### src/rtl/serial_rx_pkg.sv
package serial_rx_pkg;

  localparam int DW = 9;

  typedef enum logic [2:0] {
    ST_IDLE, ST_START, ST_DATA, ST_PAR, ST_STOP1, ST_STOP2
  } rx_state_t;

  // data bits selected by a length code; codes above 4 act as 9
  function automatic logic [3:0] len_bits(input logic [2:0] code);
    return (code > 3'd4) ? 4'd9 : (4'd5 + {1'b0, code});
  endfunction

  // shift register fills from the top; move the word down to bit 0
  function automatic logic [DW-1:0] align_word(input logic [DW-1:0] sh,
                                              input logic [2:0] code);
    return sh >> (4'd9 - len_bits(code));
  endfunction

  function automatic logic majority3(input logic a, input logic b, input logic c);
    return (a & b) | (a & c) | (b & c);
  endfunction

  // parity bit a correct sender appends
  function automatic logic parity_expect(input logic [DW-1:0] word, input logic odd);
    return (^word) ^ odd;
  endfunction

endpackage

### src/rtl/serial_rx_sync.sv
module serial_rx_sync #(
  parameter int STAGES = 2
) (
  input  logic clk,
  input  logic rst_n,
  input  logic din,
  output logic dout,
  output logic fall
);
  logic [STAGES-1:0] sr;
  logic              prev;

  always_ff @(posedge clk or negedge rst_n) begin
    if (!rst_n) begin
      sr   <= '1;
      prev <= 1'b1;
    end else begin
      sr   <= {sr[STAGES-2:0], din};
      prev <= sr[STAGES-1];
    end
  end

  assign dout = sr[STAGES-1];
  assign fall = prev & ~sr[STAGES-1];

endmodule

### src/rtl/serial_rx_sampler.sv
module serial_rx_sampler
  import serial_rx_pkg::*;
#(
  parameter int OSR = 16
) (
  input  logic clk,
  input  logic rst_n,
  input  logic tick,
  input  logic run,
  input  logic dbl,
  input  logic din,
  output logic bit_strb,
  output logic bit_val
);
  localparam int CW = $clog2(OSR);
  localparam logic [CW-1:0] LAST_N = CW'(OSR - 1);
  localparam logic [CW-1:0] LAST_D = CW'(OSR / 2 - 1);
  localparam logic [CW-1:0] MID_N  = CW'(OSR / 2);
  localparam logic [CW-1:0] MID_D  = CW'(OSR / 4);

  logic [CW-1:0] cnt;
  logic [CW-1:0] last;
  logic [CW-1:0] mid;
  logic          s0, s1;

  assign last = dbl ? LAST_D : LAST_N;
  assign mid  = dbl ? MID_D  : MID_N;

  always_ff @(posedge clk or negedge rst_n) begin
    if (!rst_n) begin
      cnt      <= '0;
      s0       <= 1'b1;
      s1       <= 1'b1;
      bit_strb <= 1'b0;
      bit_val  <= 1'b1;
    end else begin
      bit_strb <= 1'b0;
      if (!run) begin
        cnt <= '0;
      end else if (tick) begin
        cnt <= (cnt == last) ? '0 : cnt + CW'(1);
        if (cnt == mid - CW'(1)) s0 <= din;
        if (cnt == mid)          s1 <= din;
        if (cnt == mid + CW'(1)) begin
          bit_strb <= 1'b1;
          bit_val  <= majority3(s0, s1, din);
        end
      end
    end
  end

  AST_STRB_IN_FRAME: assert property (@(posedge clk) disable iff (!rst_n)
    bit_strb |-> $past(run));

  AST_COUNT_IN_BIT: assert property (@(posedge clk) disable iff (!rst_n)
    (run && dbl) |-> (cnt < CW'(OSR / 2)));

endmodule

### src/rtl/serial_rx_frame.sv
module serial_rx_frame
  import serial_rx_pkg::*;
(
  input  logic          clk,
  input  logic          rst_n,
  input  logic          fall,
  input  logic          bit_strb,
  input  logic          bit_val,
  input  logic [2:0]    cfg_len,
  input  logic [1:0]    cfg_par,
  input  logic          cfg_two_stop,
  input  logic          cfg_dbl,
  output logic          run,
  output logic          dbl_q,
  output logic          frame_done,
  output logic [DW-1:0] frame_data,
  output logic          frame_perr,
  output logic          frame_ferr
);
  rx_state_t     state;
  logic [2:0]    len_q;
  logic [1:0]    par_q;
  logic          two_q;
  logic [3:0]    nbit;
  logic [3:0]    need;
  logic [DW-1:0] sh;
  logic [DW-1:0] word;
  logic          perr_q, ferr_q, done_q;

  assign need = len_bits(len_q);
  assign word = align_word(sh, len_q);

  always_ff @(posedge clk or negedge rst_n) begin
    if (!rst_n) begin
      state  <= ST_IDLE;
      len_q  <= '0;
      par_q  <= '0;
      two_q  <= 1'b0;
      dbl_q  <= 1'b0;
      nbit   <= '0;
      sh     <= '0;
      perr_q <= 1'b0;
      ferr_q <= 1'b0;
      done_q <= 1'b0;
    end else begin
      done_q <= 1'b0;
      case (state)
        ST_IDLE: if (fall) begin
          state  <= ST_START;
          len_q  <= cfg_len;
          par_q  <= cfg_par;
          two_q  <= cfg_two_stop;
          dbl_q  <= cfg_dbl;
          nbit   <= '0;
          sh     <= '0;
          perr_q <= 1'b0;
          ferr_q <= 1'b0;
        end
        ST_START: if (bit_strb) state <= bit_val ? ST_IDLE : ST_DATA;
        ST_DATA: if (bit_strb) begin
          sh   <= {bit_val, sh[DW-1:1]};
          nbit <= nbit + 4'd1;
          if (nbit + 4'd1 == need) state <= par_q[1] ? ST_PAR : ST_STOP1;
        end
        ST_PAR: if (bit_strb) begin
          perr_q <= (bit_val != parity_expect(word, par_q[0]));
          state  <= ST_STOP1;
        end
        ST_STOP1: if (bit_strb) begin
          ferr_q <= ~bit_val;
          if (two_q) state <= ST_STOP2;
          else begin
            state  <= ST_IDLE;
            done_q <= 1'b1;
          end
        end
        ST_STOP2: if (bit_strb) begin
          state  <= ST_IDLE;
          done_q <= 1'b1;
        end
        default: state <= ST_IDLE;
      endcase
    end
  end

  assign run        = (state != ST_IDLE);
  assign frame_done = done_q;
  assign frame_data = word;
  assign frame_perr = perr_q;
  assign frame_ferr = ferr_q;

  AST_FALSE_START_DROP: assert property (@(posedge clk) disable iff (!rst_n)
    (state == ST_START && bit_strb && bit_val) |=> (state == ST_IDLE && !frame_done));

  AST_IDLE_WAITS_EDGE: assert property (@(posedge clk) disable iff (!rst_n)
    (state == ST_IDLE && !fall) |=> (state == ST_IDLE));

  AST_SECOND_STOP_NO_FERR: assert property (@(posedge clk) disable iff (!rst_n)
    (state == ST_STOP2) |=> $stable(ferr_q));

  AST_DATA_FITS_LEN: assert property (@(posedge clk) disable iff (!rst_n)
    frame_done |-> ((frame_data >> need) == '0));

endmodule

### src/rtl/serial_rx_buffer.sv
module serial_rx_buffer
  import serial_rx_pkg::*;
(
  input  logic          clk,
  input  logic          rst_n,
  input  logic          frame_done,
  input  logic [DW-1:0] frame_data,
  input  logic          frame_perr,
  input  logic          frame_ferr,
  input  logic          cfg_mp,
  input  logic          rd_ack,
  output logic [DW-1:0] rx_data,
  output logic          rx_valid,
  output logic          rx_full,
  output logic          err_frame,
  output logic          err_parity,
  output logic          err_overrun
);
  logic drop_mp, keep, room, write, lost;

  assign drop_mp = frame_done && cfg_mp && !frame_data[DW-1];
  assign keep    = frame_done && !drop_mp;
  assign room    = !rx_full || rd_ack;
  assign write   = keep && room;
  assign lost    = keep && !room;

  always_ff @(posedge clk or negedge rst_n) begin
    if (!rst_n) begin
      rx_data     <= '0;
      rx_valid    <= 1'b0;
      rx_full     <= 1'b0;
      err_frame   <= 1'b0;
      err_parity  <= 1'b0;
      err_overrun <= 1'b0;
    end else begin
      rx_valid <= write;
      if (write) begin
        rx_data     <= frame_data;
        err_frame   <= frame_ferr;
        err_parity  <= frame_perr;
        rx_full     <= 1'b1;
        err_overrun <= 1'b0;
      end else begin
        if (rd_ack) begin
          rx_full     <= 1'b0;
          err_overrun <= 1'b0;
        end
        if (lost) err_overrun <= 1'b1;
      end
    end
  end

  AST_VALID_ONE_CLK: assert property (@(posedge clk) disable iff (!rst_n)
    rx_valid |=> !rx_valid);

  AST_VALID_MEANS_FULL: assert property (@(posedge clk) disable iff (!rst_n)
    rx_valid |-> rx_full);

  AST_ACK_FREES: assert property (@(posedge clk) disable iff (!rst_n)
    (rd_ack && !frame_done) |=> !rx_full);

  AST_OVERRUN_HOLDS_WORD: assert property (@(posedge clk) disable iff (!rst_n)
    (frame_done && !drop_mp && rx_full && !rd_ack) |=>
      (err_overrun && $stable(rx_data) && !rx_valid));

  AST_MP_DISCARD: assert property (@(posedge clk) disable iff (!rst_n)
    drop_mp |=> (!rx_valid && $stable(rx_full) && $stable(err_overrun)));

endmodule

### src/rtl/serial_rx.sv
module serial_rx
  import serial_rx_pkg::*;
#(
  parameter int OSR         = 16,
  parameter int SYNC_STAGES = 2
) (
  input  logic          clk,
  input  logic          rst_n,
  input  logic          rxd,
  input  logic          os_tick,
  input  logic [2:0]    cfg_len,
  input  logic          cfg_two_stop,
  input  logic [1:0]    cfg_par,
  input  logic          cfg_dbl,
  input  logic          cfg_mp,
  input  logic          rd_ack,
  output logic [DW-1:0] rx_data,
  output logic          rx_valid,
  output logic          rx_full,
  output logic          err_frame,
  output logic          err_parity,
  output logic          err_overrun
);
  logic          line_s, line_fall;
  logic          run, dbl_q, bit_strb, bit_val;
  logic          frame_done, frame_perr, frame_ferr;
  logic [DW-1:0] frame_data;

  serial_rx_sync #(.STAGES(SYNC_STAGES)) u_sync (
    .clk(clk), .rst_n(rst_n), .din(rxd), .dout(line_s), .fall(line_fall)
  );

  serial_rx_sampler #(.OSR(OSR)) u_sampler (
    .clk(clk), .rst_n(rst_n), .tick(os_tick), .run(run), .dbl(dbl_q),
    .din(line_s), .bit_strb(bit_strb), .bit_val(bit_val)
  );

  serial_rx_frame u_frame (
    .clk(clk), .rst_n(rst_n), .fall(line_fall), .bit_strb(bit_strb),
    .bit_val(bit_val), .cfg_len(cfg_len), .cfg_par(cfg_par),
    .cfg_two_stop(cfg_two_stop), .cfg_dbl(cfg_dbl), .run(run), .dbl_q(dbl_q),
    .frame_done(frame_done), .frame_data(frame_data),
    .frame_perr(frame_perr), .frame_ferr(frame_ferr)
  );

  serial_rx_buffer u_buffer (
    .clk(clk), .rst_n(rst_n), .frame_done(frame_done), .frame_data(frame_data),
    .frame_perr(frame_perr), .frame_ferr(frame_ferr), .cfg_mp(cfg_mp),
    .rd_ack(rd_ack), .rx_data(rx_data), .rx_valid(rx_valid), .rx_full(rx_full),
    .err_frame(err_frame), .err_parity(err_parity), .err_overrun(err_overrun)
  );

endmodule

### config.mk
export PLATFORM = sky130hd
export DESIGN_NAME = serial_rx
export DESIGN_NICKNAME = d
export VERILOG_FILES = /design/src/rtl/serial_rx_pkg.sv /design/src/rtl/serial_rx_sync.sv /design/src/rtl/serial_rx_sampler.sv /design/src/rtl/serial_rx_frame.sv /design/src/rtl/serial_rx_buffer.sv /design/src/rtl/serial_rx.sv
export SDC_FILE = /design/constraint.sdc
export NUM_CORES = 1
export LEC_CHECK = 0
export ABC_AREA = 0
export BUFFER_PORTS_ARGS = -buffer_cell sky130_fd_sc_hd__buf_2
export CAP_MARGIN = 10
export CORE_MARGIN = 2
export CORE_UTILIZATION = 59
export DETAILED_ROUTE_END_ITERATION = 8
export PLACE_DENSITY = 0.79
export REMOVE_ABC_BUFFERS = 1
export SLEW_MARGIN = 40
export SYNTH_ARGS = -nofsm -noshare
export SYNTH_HDL_FRONTEND = slang
export SYNTH_SLANG_ARGS = --single-unit
### constraint.sdc
create_clock -name clk -period 4.8 [get_ports clk]
set_input_delay 0.96 -clock clk [delete_from_list [all_inputs] [get_ports clk]]
set_output_delay 0.96 -clock clk [all_outputs]
set_load 0.01 [all_outputs]
=== After elaboration in Yosys (flattened, before gate mapping) ===
Cells that the tools add are included.

* Add/sub/neg operators: 6
* Order comparisons: 1
* Equality and inequality tests: 19
* Shift operators: 1
* Mux-type cells: 39
* Bitwise gates (word level): 9
* Reduce and logical (&&, ||, !) cells: 26

{| class="wikitable"
|+ Operators by type and width
! operator !! count
|-
| 2-to-1 mux 4 bit || 8
|-
| 2-to-1 mux 3 bit || 9
|-
| equality test 4 bit || 5
|-
| 2-to-1 mux 9 bit || 2
|-
| case mux 3 bit (6 select lines) || 1
|-
| case mux 9 bit (2 select lines) || 1
|-
| AND reduction 3 bit || 6
|-
| inequality test 2 bit, second input constant || 7
|-
| 2-to-1 mux 1 bit || 13
|-
| adder 4 x 1 -> 4 bit, second input constant || 3
|-
| parity 9 bit || 1
|-
| right shift 9 x 4 -> 9 bit || 1
|-
| case mux 4 bit (2 select lines) || 1
|-
| nonzero test 2 bit || 4
|-
| AND reduction 7 bit || 1
|-
| equality test 3 x 2 -> 1 bit, second input constant || 2
|-
| equality test 3 bit, second input constant || 2
|-
| case mux 1 bit (2 select lines) || 3
|-
| nonzero test 3 bit || 2
|-
| logical AND 1 bit || 5
|-
| adder 3 x 3 -> 4 bit, first input constant || 1
|-
| AND 1 bit || 4
|-
| zero test 1 bit || 4
|-
| subtractor 4 x 1 -> 4 bit, second input constant || 1
|-
| other kinds (12) || 14
|}

* Flip-flop bits (word level): 51
* Input bits: 13

=== Logic depth before layout (Yosys ltp) ===
Gate-level depths: netlist of run 1.

* Depth after elaboration: 11
* Mapped depth: 17

=== Modules after synthesis ===
From an unflattened synthesis of run 1, not the netlist that was laid out.

* Cell total of the unflattened synthesis: 309
* Area, all modules: 3,119.2 µm²

{| class="wikitable"
|+ Modules (own cells, without submodules)
! module !! instances !! cells each !! area an instance (µm²)
|-
| serial_rx_frame || 1 || 226 || 1,965.6
|-
| serial_rx_buffer || 1 || 34 || 590.6
|-
| serial_rx_sampler || 1 || 45 || 470.5
|-
| serial_rx_sync || 1 || 4 || 92.6
|}

=== Worst setup path before layout of run 1 ===
Ideal clock, no wire load.

* Kind: reg2reg
* From: register u_frame.len_q[0]
* To: register u_frame.perr_q (netlist: u_frame.frame_perr)
* Arrival: 3,341 ps
* Path slack: 1,382 ps
* Cell stages (with the launch flop): 18
* Buffers on the path: 4
* Cells stage by stage: dfrtp_1 -> buf_2 -> inv_1 -> ha_1 -> nand2b_1 -> buf_6 -> and2_4 -> buf_6 -> inv_1 -> ha_1 -> xor2_2 -> nand2b_1 -> clkbuf_1 -> o22ai_1 -> xor2_1 -> xnor3_1 -> xnor3_1 -> o21ai_1

* Word-level cells in the longest chain between the ends: 9
* Elaborated cells between the ends (all ways): 10
* Those cells by class: add/sub (2); order compare (1); eq/ne (1); shift (1); mux (3); bitwise (1); reduce/logical (1)

{| class="wikitable"
|+ RTL lines
! what !! RTL line !! RTL
|-
| start, declared || serial_rx_frame.sv:21 || <nowiki>logic [2:0] len_q;</nowiki>
|-
| start signal, assigned || serial_rx_frame.sv:50 || <nowiki>len_q <= cfg_len;</nowiki>
|-
| adder 3 x 3 -> 4 bit or > comparator 3 bit (tied branches) || serial_rx_pkg.sv:11 || <nowiki>return (code > 3'd4) ? 4'd9 : (4'd5 + {1'b0, code});</nowiki>
|-
| 2-to-1 mux 4 bit (*) || serial_rx_pkg.sv:11 ||
|-
| subtractor 4 bit (*) || serial_rx_pkg.sv:17 || <nowiki>return sh >> (4'd9 - len_bits(code));</nowiki>
|-
| right shift 9 x 4 -> 9 bit (*) || serial_rx_pkg.sv:17 ||
|-
| parity 9 bit (*) || serial_rx_pkg.sv:26 || <nowiki>return (^word) ^ odd;</nowiki>
|-
| bitwise XOR 1 bit (*) || serial_rx_pkg.sv:26 ||
|-
| inequality test 1 bit (*) || serial_rx_frame.sv:66 || <nowiki>perr_q <= (bit_val != parity_expect(word, par_q[0]));</nowiki>
|-
| 2-to-1 mux 1 bit (*) || serial_rx_frame.sv:65 || <nowiki>ST_PAR: if (bit_strb) begin</nowiki>
|-
| case mux 1 bit (2 select lines) (*) || serial_rx_frame.sv:47 || <nowiki>case (state)</nowiki>
|-
| end signal, assigned || serial_rx_frame.sv:66 ||
|-
| end, declared || serial_rx_frame.sv:28 || <nowiki>logic perr_q, ferr_q, done_q;</nowiki>
|}

Mark *: on every way between the ends. The rest lies on a longest branch, timed or not. The select of a mux whose other input is x is not followed.
A chain may end at the register's enable or synchronous reset.

=== Worst setup path after layout of run 1 ===
* From: register u_frame.len_q[0]
* To: register u_buffer.rx_data[7]

* Word-level cells in the longest chain between the ends: 9
* Elaborated cells between the ends (all ways): 10
* Those cells by class: add/sub (2); order compare (1); shift (1); mux (1); reduce/logical (5)

{| class="wikitable"
|+ RTL lines
! what !! RTL line !! RTL
|-
| adder 3 x 3 -> 4 bit or > comparator 3 bit (tied branches) || serial_rx_pkg.sv:11 ||
|-
| 2-to-1 mux 4 bit (*) || serial_rx_pkg.sv:11 ||
|-
| subtractor 4 bit (*) || serial_rx_pkg.sv:17 ||
|-
| right shift 9 x 4 -> 9 bit (*) || serial_rx_pkg.sv:17 ||
|-
| zero test 1 bit || serial_rx_buffer.sv:21 || <nowiki>assign drop_mp = frame_done && cfg_mp && !frame_data[DW-1];</nowiki>
|-
| logical AND 1 bit || serial_rx_buffer.sv:21 ||
|-
| zero test 1 bit || serial_rx_buffer.sv:22 || <nowiki>assign keep = frame_done && !drop_mp;</nowiki>
|-
| logical AND 1 bit || serial_rx_buffer.sv:22 ||
|-
| logical AND 1 bit || serial_rx_buffer.sv:24 || <nowiki>assign write = keep && room;</nowiki>
|-
| end signal, assigned || serial_rx_buffer.sv:38 || <nowiki>rx_data <= frame_data;</nowiki>
|-
| end, declared || serial_rx_buffer.sv:12 || <nowiki>output logic [DW-1:0] rx_data,</nowiki>
|}

Mark *: on every way between the ends. The rest lies on a longest branch, timed or not.

==> summary.md, run 1 <==
| Metric | Value |
|---|---|
| Setup WS post-layout | between 700 and 800 ps |
| CTS Hold Buffers Added | 0 |
| Die area | between 5000 and 6000 um^2 |
| Die H | ~74 um |
| Placement Cell Area | approximately 3000 um^2 |
| Status | finished, final reports clean |
| Post-synth ARST share | between 90% and 100% |
| Antenna violations before repair | 0 |
| Avg WL per Cell | ~15 um |
| CTS sink cnt | slightly above 50 |
| Crit Path Class | reg2reg |
| Number of synthesized flops with an enable pin | 0 |
| Setup TNS Final | 0 ps |
| Post-Place Setup Slack | about 750 ps |
| Hold Path Depth | 0 |
| Cts bufs inserted | 5 |
| Core Util, Final | 66.5% |
| Share of post-route cells with drive strength above 1 | 21.0% |
| Tcrit/Tclk final | between 80 and 90% |
| R2R depth | 12 |
| Drc violations | 0 |
| Netlist cell types | 50 |
| Clock root buffer | clkbuf_8 |
| Largest net degree at the start of global routing | 52 |
| Vias in the first global route | between 2,000 and 2,500 |
| Row count | 25 |
| Cell Pwr Density | approximately 670 nW/um^2 |
| Synth warn | 0 |
| Leakage power | around 1.4 nW |
| Startpoint Class | flip-flop |
| Synthesized area | 2870 um^2 |
| Worst Skew | about 5.3 ps |
| Post-route cell area | 3120 um^2 |
| Reg clk slew, reported paths | around 90 ps |
| Post-CTS Setup Repair Bufs | 0 |
| DP HPWL | between 4000 and 5000 um |
| Fillers | between 300 and 400 |
| Routed wire length | around 5600 um |
| Chip Width | around 74 um |
| Endpoints failing hold | 0 |
| Headroom to the max-slew limit | about 54% |
| Worst-path fanout max | 24 |
| Initial Util | about three fifths |
| Layout area overhead | 8.86% |
| Hold WC Path Type | reg2reg |
| Initial drt markers | roughly 130 |
| Cell count after synthesis | around 300 |
| Antenna viol nets, final | 0 |
| Iteration count of the initial detailed-routing pass | 4 |
| Sequential area share after synthesis | 44.8% |
| Via count | approximately 2,200 |
| Htree depth | 2 |
| Clk buf depth | 2 |
| Data required time of the worst path | between 4000 and 5000 ps |
| Max-cap violation count | 0 |
| Yosys reg bits | 51 |
| All-Layer GR Usage | 22.5% |
| Pins over their slew limit | 0 |
| Hold WS | 362 ps |
| F_max | 0.247 GHz |
| CORE AREA | between 4000 and 5000 um^2 |
| PostCTS Resize Cnt | 0 |
| Worst EP arrival | around 4200 ps |
| Gr ovfl total | 0 |
| Vias per cell | approximately 5.9 |
| First-pass GRT wire length | approximately 9400 um |
| Tightest Pin Transition | between 600 and 700 ps |
| Syn_area_per_cell | a little under 10 um^2 |
| Antenna Cells | 0 |
| RSZ-0062 raised after global routing | no |
| Gpl congestion | 0.821 |
| CTS tree | yes |
| Final setup violation count | 0 |
| Num ports | 27 |
| Crit end category | flip-flop |
| Max VDD drop | between 300 and 400 uV |
| Port-buffer cells | 26 |
| Minimum clock period | between 4000 and 5000 ps |
| Top FF cell, synth | dfrtp_1 |
| Nets@finish | between 300 and 400 |
| Worst skew pair latency | roughly 300 ps |
[worst max-delay path: stages, from the launching register on]
cell,delay [ps]
dfrtp_1,370
buf_4,210
inv_1,140
ha_1,200
nand2b_1,480
and2_4,310
inv_1,60
ha_1,250
xor2_2,270
nand2b_1,270
o21ai_0,360
nand3_1,530
o41ai_1,490
[kinds of logic after synthesis]
family                     share of synthesized area [%]
AOI/OAI and AO/OA                                   15.9
and+or+nand+nor                                     15.8
adders and majority gates                           3.40
xor gates and xnor gates                            7.33
muxes                                               8.42
buffers and inverters                               4.41
DFF                                                 44.8
[where the power goes]
part / leakage [nW] / internal [W] / switching, W / total [W]
registers: 0.666 / 0.000515 / 0.000102 / 0.000617
clock network: 0.0618 / 0.000172 / 0.000145 / 0.000316
logic: 0.658 / 0.000542 / 0.000610 / 0.00115
[routing by layer]
layer  GRT usage (%)  vias up  share of wire (%)
met5               0        -                  0
met4            7.27        0               0.82
met3            2.88        4                3.4
met2            38.0       55                 49
met1            30.1     1032                 47
li1                -     1070                  -
[cell usage in the layout (no fill, tap or decap), drive strengths merged, types with 2 or more instances in the layout]
master   Yosys  routed
dfrtp       45      45
nand2       45      45
o21ai       27      27
buf          4      27
nor2        17      17
mux2        15      15
inv         13      14
nand3       12      12
xnor2       12      12
a21oi       10      10
ha           7       7
clkbuf      12       6
dfstp        6       6
xor2         6       6
nor3         5       5
mux2i        5       5
a31oi        5       5
o31ai        5       5
nand2b       4       4
nor2b        4       4
o221ai       4       4
o22ai        4       4
and2         3       3
o21a         2       2
nand3b       2       2
nand4        2       2
a22o         2       2
nor4b        2       2
o2111ai      2       2
xnor3        2       2
[flip-flops by register name, summed over array words and instances (netlist names), 2 cells and up]
| name | cells |
|---|---|
| u_buffer.rx_data | 9 |
| u_frame.len_q | 3 |
| u_frame.nbit | 4 |
| u_frame.par_q | 2 |
| u_frame.sh | 9 |
| u_frame.state | 3 |
| u_sampler.cnt | 4 |
| u_sync.sr | 2 |
[cells in the mapped netlist, drive strengths merged (3+ instances only)]
cell type	number	area share [%]
clkbuf	12	1.6
o221ai	4	1.2
mux2i	5	1.7
dfrtp	45	39
nand3	12	2.1
inv	13	1.7
nand2b	4	0.87
xnor2	12	3.7
a21oi	10	1.9
o21ai	27	4.7
nand2	45	6.0
dfstp	6	5.5
a31oi	5	1.1
o22ai	4	0.87
ha	7	3.1
xor2	6	2.1
mux2	15	5.9
nor3	5	0.87
nor2	17	2.2
o31ai	5	1.8
and2	3	0.74
buf	4	1.1
nor2b	4	0.87
[area by class of cell]
| class | count | area [um^2] | share of cell area, % |
|---|---|---|---|
| clock inverter | 2 | 38.8 | 1.24 |
| inverter | 13 | 48.8 | 1.56 |
| timing repair buffer | 27 | 140 | 4.49 |
| tap | 54 | 67.6 | 2.17 |
| sequential | 51 | 1280 | 41.1 |
| clock buffer | 6 | 82.6 | 2.65 |
| multi-input combinational | 216 | 1460 | 46.8 |
[path summary, 6_finish.rpt]
path                                  startpoint             endpoint  slack (ps)
min in group asynchronous                  rst_n  u_buffer.rx_data[5]         660
worst min-delay path                u_sync.sr[0]         u_sync.sr[1]         360
worst max register to register  u_frame.len_q[0]  u_buffer.rx_data[7]         750
max in group asynchronous                  rst_n   u_frame.frame_perr        3710
worst max-delay path            u_frame.len_q[0]  u_buffer.rx_data[7]         750
worst min register to register      u_sync.sr[0]         u_sync.sr[1]         360
[per-stage QoR]
| stage | std cells | total power, W |
|---|---|---|
| after floorplan | 280 | 0.00153 |
| after global placement | 361 | 0.00171 |
| after CTS | 369 | 0.00208 |
| after detailed placement | 361 | 0.00176 |
| after global routing | 369 | 0.00224 |
| final | 369 | 0.00209 |
No activity file was read; power rests on OpenSTA's default activity.
==> run 2: changes to the inputs <==
--- a/config.mk
+++ b/config.mk
@@ -9,9 +9,9 @@
 export BUFFER_PORTS_ARGS = -buffer_cell sky130_fd_sc_hd__buf_2
 export CAP_MARGIN = 10
 export CORE_MARGIN = 2
-export CORE_UTILIZATION = 59
+export CORE_UTILIZATION = 53
 export DETAILED_ROUTE_END_ITERATION = 8
-export PLACE_DENSITY = 0.79
+export PLACE_DENSITY = 0.75
 export REMOVE_ABC_BUFFERS = 1
 export SLEW_MARGIN = 40
 export SYNTH_ARGS = -nofsm -noshare
==> constraint.sdc (replaced) <==
create_clock -name clk -period 3.6 [get_ports clk]
set_input_delay 0.72 -clock clk [delete_from_list [all_inputs] [get_ports clk]]
set_output_delay 0.72 -clock clk [all_outputs]
set_load 0.01 [all_outputs]
==> summary.md, run 2 (synthesized netlist as in run 1, its figures left out) <==
| Metric | Value |
|---|---|
| Crit-path max cell delay | 390 ps |
| Nets@finish | around 340 |
| Status | finished, final reports clean |
| All-Layer GR Usage | between 10% and 20% |
| Routed wire length | about 5200 um |
| CTS tree | yes |
| Iteration count of the initial detailed-routing pass | 4 |
| Data required time of the worst path | about 3800 ps |
| Overall power | ~0.0027 W |
| CP Cell Sequence | inv_1, ha_1, nand2b_1, and2_4, inv_1, ha_1, xor2_2, nand2b_1, o22ai_1, xor2_1, xnor3_1, xnor3_1, o21ai_1 |
| Share of post-route cells with drive strength above 1 | 21.9% |
| Cts bufs inserted | 5 |
| Vias in the first global route | around 2,100 |
| Startpoint Class | flip-flop |
| Crit end category | flip-flop |
| RSZ-0062 raised after global routing | no |
| Internal power | roughly 0.0016 W |
| Post-route cell area | about 3200 um^2 |
| Port-buffer cells | 26 |
| Gpl congestion | about 0.87 |
| Final setup violation count | 0 |
| Row count | 26 |
| Max-cap violation count | 0 |
| Sw Ratio | 40.9% |
| F_max | between 0.3 and 0.4 GHz |
| Setup TNS Final | 0 ps |
| Clock network power share | approximately 13% |
| Die area | ~6000 um^2 |
| Switch Pwr | between 0.001 and 0.0015 W |
| Cell Pwr Density | approximately 860 nW/um^2 |
| Reg clk slew, reported paths | 90 ps |
| Family with the most delay on the worst path | XOR/XNOR gates |
| Initial Util | between 50% and 60% |
| Comb pwr share | 56.9% |
| Crit path from | u_frame.len_q[0] |
| Num ports | 27 |
| Non-filler cells, final | between 300 and 400 |
| Pins over their slew limit | 0 |
| Layout area overhead | 10.0% |
| Worst R2R Setup Slack | ~410 ps |
| Worst EP arrival | ~3400 ps |
| Leakage power | about 1.4 nW |
| PostCTS Resize Cnt | 0 |
| Htree depth | 2 |
| Antenna Cells | 0 |
| Sequential power share | 30.3% |
| First-pass GRT wire length | 9380 um |
| Max VDD drop | roughly 430 uV |
| CTS sink cnt | a little over 50 |
| Endpoints failing hold | 0 |
| Initial drt markers | ~140 |
| Worst Path Buf+Inv | 2 |
| Placement Cell Area | between 3000 and 4000 um^2 |
| Headroom to the max-slew limit | 54.1% |
| RR Startpoint | u_frame.len_q[0] |
| CORE AREA | 5170 um^2 |
| Tcrit/Tclk final | between 80% and 90% |
| Drc violations | 0 |
| RR Endpoint | u_frame.frame_perr |
| DP HPWL | a little under 4000 um |
| Commonest non-fill, non-tap cells in the layout | dfrtp_1 (45), nand2_1 (44), o21ai_0 (25), buf_2 (25), nor2_1 (17) |
| Post-CTS Setup Repair Bufs | 0 |
| Worst Setup EP | u_frame.frame_perr |
| Most common cell after layout, fill and taps aside | dfrtp_1 |
| Top flop regs | u_buffer.rx_data (9), u_frame.sh (9) |
| Hold WC Path Type | reg2reg |
| Placed instance count | about 380 |
| CTS Hold Buffers Added | 0 |
| Clk buf depth | 2 |
| Slowest CP cell | dfrtp_1 |
| Worst skew pair latency | around 310 ps |
| Antenna violations before repair | 0 |
| Vias per cell | approximately 5.5 |
| Worst Skew | a little under 9 ps |
| Largest net degree at the start of global routing | 52 |
| Antenna viol nets, final | 0 |
| Gr ovfl total | 0 |
| Avg WL per Cell | 13.4 um |
| Minimum clock period | approximately 3200 ps |
| R2R depth | 13 |
| Chip Width | around 78 um |
| Worst-path fanout max | 10 |
| Tightest Pin Transition | 688 ps |
| Critical path depth in cells | 13 |
| Die H | about 78 um |
| Crit Path Class | reg2reg |
| Via count | about 2,100 |
| Clock root buffer | clkbuf_8 |
-- run 2: changes by cell type in the layout (fill, tap and decap cells not counted) --
| cell | change |
|---|---|
| bufinv_16 | -1 |
| nor2_2 | -1 |
| clkinvlp_4 | +1 |
| nor2_1 | +1 |
| inv_6 | -1 |
| buf_4 | +5 |
| clkinv_4 | +1 |
-- run 2: worst min-delay path by stage --
stage	startpoint	end	slack [ps]	cells after the start
after floorplan	u_sync.sr[0]	u_sync.sr[1]	350	0
after global placement	u_sync.sr[0]	u_sync.sr[1]	350	0
after detailed placement	u_sync.sr[0]	u_sync.sr[1]	350	0
after CTS	u_sync.sr[0]	u_sync.sr[1]	360	0
after global routing	u_sync.sr[0]	u_sync.sr[1]	370	0
final	u_sync.sr[0]	u_sync.sr[1]	360	0
-- run 2: cell type report --
type,instances,area (um^2)
Multi-Input combinational cell,216,1460
Sequential cell,51,1280
Clock inverter,2,16.3
Tap cell,70,87.6
Fill cell,455,2020
Clock buffer,6,82.6
Timing Repair Buffer,32,178
Inverter,13,48.8
-- run 2: routing by layer --
| metal | GRT usage [%] | vias up | wire (um) |
|---|---|---|---|
| met2 | 31.6 | 52 | 2500 |
| met3 | 4.53 | 6 | 215 |
| met5 | 0 | - | 0 |
| met1 | 26.2 | 996 | 2450 |
| met4 | 5.89 | 0 | 63 |
| li1 | - | 1078 | - |
-- run 2: power by group through the flow --
stage,combinational [W],clock [W],sequential [W]
floorplan,0.00122,0,0.000819
finish,0.00154,0.000346,0.000818
detailed placement,0.00154,0,0.000826
global placement,0.00149,0,0.000819
global route,0.00171,0.000390,0.000838
CTS,0.00154,0.000359,0.000816
-- run 2: through the flow --
stage	hold slack, ps	utilization [%]	setup WS (ps)
floorplan	345	-	-47.8
global placement	346	59.0	548
detailed placement	350	59.0	411
CTS	364	61.0	388
global route	367	61.0	111
finish	362	61.0	413
==> run 3: changes to the inputs <==
--- a/config.mk
+++ b/config.mk
@@ -7,11 +7,12 @@
 export LEC_CHECK = 0
 export ABC_AREA = 0
 export BUFFER_PORTS_ARGS = -buffer_cell sky130_fd_sc_hd__buf_2
-export CAP_MARGIN = 10
+export CAP_MARGIN = 40
 export CORE_MARGIN = 2
-export CORE_UTILIZATION = 53
+export CORE_UTILIZATION = 51
 export DETAILED_ROUTE_END_ITERATION = 8
-export PLACE_DENSITY = 0.75
+export PLACE_DENSITY = 0.73
+export RECOVER_POWER = 100
 export REMOVE_ABC_BUFFERS = 1
 export SLEW_MARGIN = 40
 export SYNTH_ARGS = -nofsm -noshare
==> summary.md, run 3 (synthesized netlist as in run 1, its figures left out) <==
| Metric | Value |
|---|---|
| Max VDD drop | 525 uV |
| Largest net degree at the start of global routing | 29 |
| Cts bufs inserted | 5 |
| Antenna violations before repair | 0 |
| Placement Cell Area | roughly 3000 um^2 |
| Iteration count of the initial detailed-routing pass | 4 |
| Status | complete, but fails checks |
| Hold WS | 367 ps |
| Crit-path max cell delay | around 400 ps |
| Nets@finish | around 340 |
| Chip Width | 79.0 um |
| Worst EP arrival | approximately 3500 ps |
| Leakage power | ~1.3 nW |
| Post-route cell area | 3130 um^2 |
| Via count | ~2,100 |
| Hold EP | u_sync.sr[1] |
| Crit Path Class | reg2reg |
| Routed wire length | between 5000 and 6000 um |
| Endpoints failing hold | 0 |
| Gr ovfl total | 0 |
| Vias per cell | around 5.5 |
| RR Endpoint | u_frame.frame_perr |
| Final setup violation count | 0 |
| Startpoint Class | flip-flop |
| Antenna viol nets, final | 0 |
| Data required time of the worst path | approximately 3800 ps |
| Hold Path Depth | 0 |
| Clk buf depth | 2 |
| Failing checks | capacitance limit, slew limit |
| DP HPWL | approximately 4000 um |
| Cell Pwr Density | between 800 and 900 nW/um^2 |
| Top flop regs | u_buffer.rx_data (9), u_frame.sh (9) |
| Pins over their slew limit | 29 |
| F_max | 0.307 GHz |
| Critical path depth in cells | 13 |
| Vias in the first global route | between 1,500 and 2,000 |
| Htree depth | 2 |
| Gpl congestion | 0.872 |
| Initial drt markers | roughly 220 |
| Slowest CP cell | dfrtp_1 |
| Worst R2R Setup Slack | around 340 ps |
| Row count | 27 |
| Worst Path Buf+Inv | 2 |
| Tightest Pin Transition | 1550 ps |
| Antenna Cells | 0 |
| Minimum clock period | 3260 ps |
| Clock root buffer | clkbuf_8 |
| Port-buffer cells | 26 |
| CP Cell Sequence | inv_1, ha_1, nand2b_1, and2_4, inv_1, ha_1, xor2_2, nand2b_1, o22ai_1, xor2_1, xnor3_1, xnor3_1, o21ai_0 |
| Share of post-route cells with drive strength above 1 | approximately 16% |
| CTS tree | yes |
| Hold WC Path Type | reg2reg |
| CTS sink cnt | 51 |
| Drc violations | 0 |
| Crit end category | flip-flop |
| Headroom to the max-slew limit | -3.48% |
| Die H | slightly below 80 um |
| First-pass GRT wire length | ~9100 um |
| Most common cell after layout, fill and taps aside | dfrtp_1 |
| R2R depth | 13 |
| Max-cap violation count | 1 |
| All-Layer GR Usage | between 10% and 20% |
| Family with the most delay on the worst path | XOR/XNOR gates |
| Die area | approximately 6200 um^2 |
| Initial Util | around 52% |
| Num ports | 27 |
| Worst-path fanout max | 10 |
| Hold path startpoint | u_sync.sr[0] |
| Post-CTS Setup Repair Bufs | 0 |
| Layout area overhead | 9.04% |
| RR Startpoint | u_frame.len_q[0] |
| Tcrit/Tclk final | between 90% and 100% |
| Reg clk slew, reported paths | 100 ps |
| Core Util, Final | a little under three fifths |
| RSZ-0062 raised after global routing | no |
| Worst Skew | 3.59 ps |
| Avg WL per Cell | 13.7 um |
| Worst skew pair latency | around 300 ps |
| Commonest non-fill, non-tap cells in the layout | dfrtp_1 (45), nand2_1 (44), o21ai_0 (26) |
| CORE AREA | roughly 5500 um^2 |
## run 3: worst register-to-register path, cell delays in order, from the launching register on
cell	delay, ps
dfrtp_1	400
inv_1	110
ha_1	190
nand2b_1	140
and2_4	210
inv_1	60
ha_1	250
xor2_2	260
nand2b_1	250
o22ai_1	280
xor2_1	220
xnor3_1	330
xnor3_1	350
o21ai_0	140
## run 3: how the worst max path moves through the flow
stage                          start             endpoint
floorplan           u_frame.len_q[0]   u_frame.frame_perr
global placement    u_frame.len_q[0]  u_buffer.rx_data[7]
detailed placement  u_frame.len_q[0]  u_buffer.rx_data[7]
CTS                 u_frame.len_q[0]  u_buffer.rx_data[7]
global route        u_frame.len_q[0]   u_frame.frame_perr
finish              u_frame.len_q[0]   u_frame.frame_perr
## run 3: final cells by class
cell class	instances	area (um^2)
fillers	508	2350
well taps	72	90.1
clock buffers	5	68.8
clock inverters	3	23.8
flip-flops and latches	51	1280
repair buffers	32	149
multi-input cells	216	1460
inverters	13	48.8
## run 3: through the flow
| stage | total power, W | setup slack, ps | std cells | setup TNS [ps] |
|---|---|---|---|---|
| 2_1_floorplan | 0.00204 | -47.8 | 280 | -209 |
| 3_3_place_gp | 0.00232 | 448 | 384 | 0 |
| 3_5_place_dp | 0.00238 | 271 | 384 | 0 |
| 4_1_cts | 0.00272 | 263 | 392 | 0 |
| 5_1_grt | 0.00289 | 88.6 | 392 | 0 |
| 6_report | 0.00270 | 342 | 392 | 0 |
## run 3: where the power goes
group          internal [W]  total [W]  switching [W]
clock              0.000139   0.000338       0.000199
combinational      0.000745    0.00155       0.000801
sequential         0.000687   0.000814       0.000127
total               0.00157    0.00270        0.00113
## run 3: metal layers
metal / vias up / global-route usage, % / part of all wire (%)
li1: 1086 / - / -
met1: 1008 / 24.3 / 45
met2: 48 / 31.1 / 50
met3: 7 / 3.52 / 4.3
met4: 0 / 4.83 / 0.84
met5: - / 0 / 0
## run 3: what timing repair did
item | 4_1_cts | 5_1_grt
hold buffers | 0 | 0
gates resized for setup | 0 | 1
setup endpoints to repair | 0 | 7
